**src/rtl/mbw_pkg.sv**
```systemverilog
package mbw_pkg;

    localparam int WORD_W = 16;
    localparam int LANE_W = 8;
    localparam int N_LANES = WORD_W / LANE_W;

    typedef enum logic [1:0] {
        CK_WRITE  = 2'b00,
        CK_BLOCK  = 2'b01,
        CK_LDMASK = 2'b10,
        CK_LDCLR  = 2'b11
    } cyc_kind_e;

    typedef struct packed {
        logic                 valid;
        cyc_kind_e            kind;
        logic [WORD_W-1:0]    data;
        logic [N_LANES-1:0]   lanes;
    } req_t;

    function automatic logic [WORD_W-1:0] lane_bits(input logic [N_LANES-1:0] l);
        logic [WORD_W-1:0] r;
        for (int i = 0; i < N_LANES; i++) begin
            r[i*LANE_W +: LANE_W] = {LANE_W{l[i]}};
        end
        return r;
    endfunction

    function automatic logic is_store(input req_t r);
        return r.valid && (r.kind == CK_WRITE || r.kind == CK_BLOCK);
    endfunction

    function automatic logic is_load(input req_t r);
        return r.valid && (r.kind == CK_LDMASK || r.kind == CK_LDCLR);
    endfunction

endpackage

```
**src/rtl/mbw_req_latch.sv**
```systemverilog
module mbw_req_latch
    import mbw_pkg::*;
#(
    parameter int COL_AW = 9
) (
    input  logic                         clk,
    input  logic                         rst,
    input  logic                         in_valid,
    input  logic [1:0]                   in_kind,
    input  logic [COL_AW-1:0]            in_col,
    input  logic [WORD_W-1:0]            in_data,
    input  logic [N_LANES-1:0]           in_lanes,
    output req_t                         q_req,
    output logic [COL_AW-1:0]            q_col
);

    always_ff @(posedge clk) begin
        if (rst) begin
            q_req <= '0;
            q_col <= '0;
        end else begin
            q_req.valid <= in_valid;
            q_req.kind  <= cyc_kind_e'(in_kind);
            q_req.data  <= in_data;
            q_req.lanes <= in_lanes;
            q_col       <= in_col;
        end
    end

    // the captured request reflects the inputs of the previous edge
    a_r8_capture: assert property (@(posedge clk) disable iff (rst)
        !$past(rst) |-> (q_req.valid == $past(in_valid) && q_req.data == $past(in_data)));

endmodule

```
**src/rtl/mbw_regs.sv**
```systemverilog
module mbw_regs
    import mbw_pkg::*;
(
    input  logic               clk,
    input  logic               rst,
    input  req_t               req,
    output logic [WORD_W-1:0]  mask_q,
    output logic [WORD_W-1:0]  color_q
);

    logic [WORD_W-1:0] lane_m;
    logic              ld_mask;
    logic              ld_color;

    always_comb begin
        lane_m   = lane_bits(req.lanes);
        ld_mask  = req.valid && req.kind == CK_LDMASK;
        ld_color = req.valid && req.kind == CK_LDCLR;
    end

    always_ff @(posedge clk) begin
        if (rst) begin
            mask_q  <= '1;
            color_q <= '0;
        end else begin
            if (ld_mask)
                mask_q <= (mask_q & ~lane_m) | (req.data & lane_m);
            if (ld_color)
                color_q <= (color_q & ~lane_m) | (req.data & lane_m);
        end
    end

    // reset values
    a_r1_reset_vals: assert property (@(posedge clk) disable iff (rst)
        $past(rst) |-> (mask_q == '1 && color_q == '0));

    // the mask only moves on a load-mask cycle
    a_r6_mask_persist: assert property (@(posedge clk) disable iff (rst)
        !ld_mask |=> $stable(mask_q));

    // the color only moves on a load-color cycle
    a_r9_color_hold: assert property (@(posedge clk) disable iff (rst)
        !ld_color |=> $stable(color_q));

    // a disabled lane of the mask is untouched by a load
    a_r4_lane_lo_hold: assert property (@(posedge clk) disable iff (rst)
        (ld_mask && !req.lanes[0]) |=> $stable(mask_q[LANE_W-1:0]));

    // a disabled upper lane of the color is untouched by a load
    a_r5_lane_hi_hold: assert property (@(posedge clk) disable iff (rst)
        (ld_color && !req.lanes[1]) |=> $stable(color_q[WORD_W-1:LANE_W]));

endmodule

```
**src/rtl/mbw_strobe_gen.sv**
```systemverilog
module mbw_strobe_gen
    import mbw_pkg::*;
#(
    parameter int COLS   = 4,
    parameter int COL_AW = 9
) (
    input  logic               clk,
    input  logic               rst,
    input  req_t               req,
    input  logic [COL_AW-1:0]  col,
    output logic [COLS-1:0]    strobe,
    output logic [COL_AW-1:0]  base
);

    localparam int SEL_W = $clog2(COLS);

    logic wr_cyc;
    logic blk_cyc;

    assign wr_cyc  = req.valid && req.kind == CK_WRITE;
    assign blk_cyc = req.valid && req.kind == CK_BLOCK;

    for (genvar i = 0; i < COLS; i++) begin : g_col
        assign strobe[i] = (wr_cyc && col[SEL_W-1:0] == SEL_W'(i)) ||
                           (blk_cyc && req.data[i]);
    end

    assign base = is_store(req) ? {col[COL_AW-1:SEL_W], {SEL_W{1'b0}}} : '0;

    // a plain write hits exactly one column
    a_r2_single_col: assert property (@(posedge clk) disable iff (rst)
        wr_cyc |-> $countones(strobe) == 1);

    // a block write never strobes a column its select bit leaves off
    a_r3_blk_subset: assert property (@(posedge clk) disable iff (rst)
        blk_cyc |-> (strobe & ~req.data[COLS-1:0]) == '0);

endmodule

```
**src/rtl/mbw_top.sv**
```systemverilog
module mbw_top
    import mbw_pkg::*;
#(
    parameter int COLS   = 4,
    parameter int COL_AW = 9
) (
    input  logic               clk,
    input  logic               rst,
    input  logic               req_valid,
    input  logic [1:0]         req_kind,
    input  logic [COL_AW-1:0]  req_col,
    input  logic [15:0]        req_data,
    input  logic               lane_lo_en,
    input  logic               lane_hi_en,
    output logic [COLS-1:0]    wr_strobe,
    output logic [COL_AW-1:0]  wr_base,
    output logic [15:0]        wr_data,
    output logic [15:0]        wr_bit_en
);

    req_t               cur;
    logic [COL_AW-1:0]  cur_col;
    logic [WORD_W-1:0]  mask_q;
    logic [WORD_W-1:0]  color_q;

    mbw_req_latch #(.COL_AW(COL_AW)) u_latch (
        .clk      (clk),
        .rst      (rst),
        .in_valid (req_valid),
        .in_kind  (req_kind),
        .in_col   (req_col),
        .in_data  (req_data),
        .in_lanes ({lane_hi_en, lane_lo_en}),
        .q_req    (cur),
        .q_col    (cur_col)
    );

    mbw_regs u_regs (
        .clk     (clk),
        .rst     (rst),
        .req     (cur),
        .mask_q  (mask_q),
        .color_q (color_q)
    );

    mbw_strobe_gen #(.COLS(COLS), .COL_AW(COL_AW)) u_strobe (
        .clk    (clk),
        .rst    (rst),
        .req    (cur),
        .col    (cur_col),
        .strobe (wr_strobe),
        .base   (wr_base)
    );

    always_comb begin
        wr_data   = '0;
        wr_bit_en = '0;
        if (is_store(cur)) begin
            wr_data   = (cur.kind == CK_BLOCK) ? color_q : cur.data;
            wr_bit_en = mask_q & lane_bits(cur.lanes);
        end
    end

    // load cycles write nothing to the array
    a_r4_load_quiet: assert property (@(posedge clk) disable iff (rst)
        is_load(cur) |-> (wr_strobe == '0 && wr_bit_en == '0));

    // no bit enable outside the enabled lanes
    a_r7_lane_gate: assert property (@(posedge clk) disable iff (rst)
        (wr_bit_en & ~lane_bits(cur.lanes)) == '0);

    // an idle cycle is silent
    a_r9_idle_quiet: assert property (@(posedge clk) disable iff (rst)
        !cur.valid |-> (wr_strobe == '0 && wr_bit_en == '0 && wr_data == '0));

endmodule

```
**config.mk**
```make
export PLATFORM = sky130hd
export DESIGN_NAME = mbw_top
export DESIGN_NICKNAME = d
export VERILOG_FILES = /design/src/rtl/mbw_pkg.sv /design/src/rtl/mbw_req_latch.sv /design/src/rtl/mbw_regs.sv /design/src/rtl/mbw_strobe_gen.sv /design/src/rtl/mbw_top.sv
export SDC_FILE = /design/constraint.sdc
export NUM_CORES = 1
export LEC_CHECK = 0
export ABC_CLOCK_PERIOD_IN_PS = 1300
export BUFFER_PORTS_ARGS = -buffer_cell sky130_fd_sc_hd__buf_2
export CAP_MARGIN = 20
export CORE_MARGIN = 3
export CORE_UTILIZATION = 50
export CTS_BUF_LIST = sky130_fd_sc_hd__clkbuf_2
export DETAILED_ROUTE_END_ITERATION = 6
export GPL_TIMING_DRIVEN = 0
export PLACE_DENSITY = 0.77
export SETUP_SLACK_MARGIN = 0.4
export SLEW_MARGIN = 20
export SYNTH_ARGS = -nofsm -noshare
export SYNTH_HDL_FRONTEND = slang
export SYNTH_SLANG_ARGS = --single-unit
```
**constraint.sdc**
```tcl
create_clock -name clk -period 1.3 [get_ports clk]
set_clock_uncertainty 0.15 [all_clocks]
set_input_delay 0.26 -clock clk [delete_from_list [all_inputs] [get_ports clk]]
set_output_delay 0.26 -clock clk [all_outputs]
set_load 0.01 [all_outputs]
```
# ---- Word level (Yosys, flattened, before mapping)
# Cells that the tools add are included.
dict set report classes {
  n_eq_ne 6
  mux 4
  bitwise_logic 7
  n_reduce_logical 20
}
# operator count
set op_table {}
lappend op_table {{$and A16 B16 Y16} 4}
lappend op_table {{$mux W16} 3}
lappend op_table {{$or A16 B16 Y16} 2}
lappend op_table {{$not A16 Y16} 1}
lappend op_table {{$logic_and A1 B1 Y1} 13}
lappend op_table {{$mux W9} 1}
lappend op_table {{$eq A2 B2 Y1 const B} 4}
lappend op_table {{$logic_or A1 B1 Y1} 5}
lappend op_table {{$eq A2 B1 Y1 const B} 2}
lappend op_table {{$logic_not A2 Y1} 2}
dict set report word_totals {
  register_bits 62
  output_inout_bits 45
}

# ---- Depth between registers and ports, before layout
dict set report depth {
  word_depth 4
  mapped_depth 4
  mapped_depth_nobuf 2
}

# ---- Cells and area by module
# Synthesis repeated with hierarchy kept, for this count alone.
dict set report hier_totals {
  cells_unflattened 285
  area_unflattened_um2 2826.5
}
# mod n_inst cells_per_inst area_per_inst_um2 seq_area_each_um2
set modules_own_cells {}
lappend modules_own_cells {mbw_regs 1 143 1402.6 640.6}
lappend modules_own_cells {mbw_req_latch 1 63 882.1 600.6}
lappend modules_own_cells {mbw_top 1 55 400.4 0.0}
lappend modules_own_cells {mbw_strobe_gen 1 24 141.4 0.0}

# ---- Least setup slack after synthesis
# Ideal clock, no wire load.
dict set report synth_path {
  path_type {register to output}
  start {reg u_latch.q_req[18] in the netlist's numbering}
  end {out wr_strobe[2]}
  arrival_ns 1.000
  path_slack_ns -0.110
  path_stages_with_launch 4
  path_cell_list {dfxtp_1 -> buf_6 -> or3b_1 -> a21oi_1}
}
dict set report synth_between {
  elab_chain_cells 4
}
# item line
set synth_rtl {}
lappend synth_rtl {{from (decl)} mbw_req_latch.sv:13} ;# output req_t q_req,
lappend synth_rtl {{$eq A2 B1 Y1 or $logic_not A2 Y1 (tied branches)} {mbw_strobe_gen.sv:21, mbw_strobe_gen.sv:20}}
lappend synth_rtl {{$logic_and A1 B1 Y1 (on tied branches)} {mbw_strobe_gen.sv:21, mbw_strobe_gen.sv:20}}
lappend synth_rtl {{$logic_and A1 B1 Y1 (on tied branches)} {mbw_strobe_gen.sv:25, mbw_strobe_gen.sv:24}}
lappend synth_rtl {{$logic_or A1 B1 Y1 *} mbw_strobe_gen.sv:24} ;# assign strobe[i] = (wr_cyc && col[SEL_W-1:0] == SEL_W'(i)) ||
lappend synth_rtl {{to (decl)} mbw_top.sv:15} ;# output logic [COLS-1:0] wr_strobe,
# Every way passes the cells marked *; elsewhere a longest branch is shown, timed or not.

# ---- Final worst setup path
dict set report layout_path {
  start {reg u_latch.q_req[18] in the netlist's numbering}
  end {out wr_strobe[1]}
}
# The elaborated chain is that of the path after synthesis.

==> metrics.cfg <==
[run_status]
status = finished, violations left
violations = negative hold slack, negative setup slack

[routing]
met2_length_mm = 3.520
drtIter0Drc = 109
highest_layer = met4
drc = 0
ant_nets = 0
wl_per_cell_um = 14.43
routed_wl_mm = 6.911
vias = 2298
drt_pre_antenna_iters = 5
wl_met3_um = 233
via_per_inst = 4.797
met1_length_mm = 2.987

[yosys]
yosys.cell_types.count = 21
synth.cell_area_um2 = 2706
synth.area.top_cells = dfxtp_1 46%, mux2i_1 18%, nand2b_1 7.6%
synth_top_area_share_pct = 45.86
ys_seq_elements = 62
syn_area_per_cell_um2 = 9.496
synth_cells = 285
yosys_warnings = 0
yosysTopAreaCell = dfxtp_1
ys_seq_area_share_pct = 45.86

[global_route]
antenna_found_initial = 0
gr-total-overflow = 0
grt.total_usage_pct = 22.86
grt_first_pass_wirelength_mm = 11.01
grt_max_degree = 11
grt_pass1_vias = 2299

[clock_tree]
clkSinkCount = 62
cts-htree-levels = 3
holdBufCountCts = 30
clk-insertion-delay-late_ns = 0.48
clk_pin_slew_ns = 0.17
cts_tree = built
numCtsBuffers = 9
clock-root-buffer = clkbuf_2
clk_path_buf_depth = 2

[placed_design]
port-buffer-count = 73
place_hpwl_mm = 4.319
dpl_worst_slack_ns = -0.2679
gp_congestion = 0.7866
dpl_cell_area_um2 = 3272

[critical_path]
reg2reg_depth = 5
timing.rr.start = u_latch.q_req[18]
start_kind = register
cp.required_ns = 0.89
crit_slowest_cell = or3b_4
critPathKind = register to output pin
crit_path_max_fanout = 7
crit_path_end_kind = output pin
crit_chain = buf_6 > or3b_4 > a21oi_2 > buf_2
rrSetupSlack_ns = -0.14
slowest_delay_ns = 0.37
arrival_ns = 1.57

[die]
die-area_um2 = 6331
top_level_ports = 77
start_util_pct = 52.32
die_x_um = 79.57
die_h_um = 79.57
row_count = 26
core_area_um2 = 5172

[worst_hold_path]
hold_depth = 3
hp-start = rst
min_path_type = input port to register

[timing]
hold_violations = 3
grt_setup_unrepaired = yes
finalSetupViolations = 75
holdWs_ns = -0.002051
final_max_slew_viol_count = 0
period_needed_ns = 1.977
fmax_mhz = 505.7
worst_slack_ns = -0.6775
fin_crit_sh_pct = 152.1

[finish]
fillCellCount = 371
fin_nets = 435
area_growth_pct = 43.09
final_layout_size_suffix_gt1_share_pct = 35.29
final_cell_area_um2 = 3872

[pwr]
power.density_nw_per_um2 = 873.7
p_leak_nw = 1.622
fin_total_pwr_mw = 3.383
vdd_ir_drop_max_uv = 677.9

[flow_run]
max_cap_violations = 0

## power by group
group	switching, mW	total, mW	internal, mW
clock	0.685	0.905	0.220
sequential	0.0481	2.00	1.96
combinational	0.196	0.474	0.278
total	0.929	3.38	2.45
## placed cells by master, fill, tap and decap left out, drive strengths merged
master	netlist	routed
and4	2	2
buf	18	94
nor2b	30	30
clkbuf	4	13
and4b	2	2
mux2i	48	48
and3b	1	1
or3b	2	2
and3	8	8
nor2	48	48
nand3b	1	1
or3	1	1
and2b	1	1
nand2	4	4
and2	15	15
dfxtp	62	62
nand2b	33	33
dlygate4sd3	0	30
a21oi	4	4
conb	1	2
diode	0	1
clkinv	0	7
## Yosys cell counts
cell,number
and4_1,2
and3_1,8
conb_1,1
and3b_1,1
nor2b_1,30
or3b_1,2
or3_1,1
nand2b_1,33
and2_1,15
nand3b_1,1
buf_6,4
dfxtp_1,62
a21oi_1,4
buf_4,5
clkbuf_1,4
nor2_1,48
and2b_1,1
and4b_1,2
mux2i_1,48
nand2_1,4
buf_2,9
## stage by stage
stage / std cells / util [%] / hold slack (ns) / setup TNS (ns)
finish: 479 / 74.87 / -0.002051 / -28.88
global route: 478 / 74.82 / -0.01770 / -34.96
CTS: 478 / 74.38 / -0.03650 / -29.25
detailed placement: 429 / 63.26 / 0.3174 / -5.604
global placement: 429 / 63.26 / 0.3094 / -5.239
floorplan: 286 / - / 0.2380 / -0.07924
## layer usage
metal	up-vias	global-route usage [%]
met4	0	12.20
met1	1058	27.92
met3	16	4.176
met2	62	37.98
li1	1162	-
met5	-	0
## cell families after synthesis
logic type | Yosys count | share of synthesized area, %
AND/OR/NAND/NOR | 148 | 30.24
flip-flops | 62 | 45.86
AO/OA/AOI/OAI | 4 | 0.7397
other | 1 | 0.1386
multiplexers | 48 | 17.75
buffers and inverters | 22 | 5.270
## critical path: cells and delay by family (launching register included)
kind,cells,cell delay (ns)
simple gates,1,0.37
flops,1,0.35
buf+inv,2,0.26
compound gates,1,0.11
## worst max path at each step
stage,endpoint,start
after floorplan,wr_strobe[1],u_latch.q_req[18]
after global placement,wr_data[8],u_latch.q_req[19]
after detailed placement,wr_data[10],u_latch.q_req[19]
after CTS,wr_strobe[1],u_latch.q_req[18]
after global routing,wr_data[9],u_latch.q_req[18]
final,wr_strobe[1],u_latch.q_req[18]
## cell type report
class / instances / area [um2] / area share (%)
sequential: 62 / 1251 / 32.31
multi-input combinational: 202 / 1440 / 37.19
tap: 70 / 87.58 / 2.262
antenna: 1 / 2.502 / 0.06462
clock inverter: 7 / 31.28 / 0.8078
timing repair buffer: 106 / 839.6 / 21.68
buffer: 22 / 175.2 / 4.523
clock buffer: 9 / 45.04 / 1.163
## repair_timing
| item | CTS | global route |
|---|---|---|
| buffers inserted | 2 | 0 |
| setup endpoints to repair | 75 | 75 |
| pin swaps | 10 | 0 |
| cloned | 1 | 0 |
| gates resized for setup | 35 | 5 |
| hold endpoints to repair | 34 | 1 |
No activity file was read; power rests on OpenSTA's default activity.
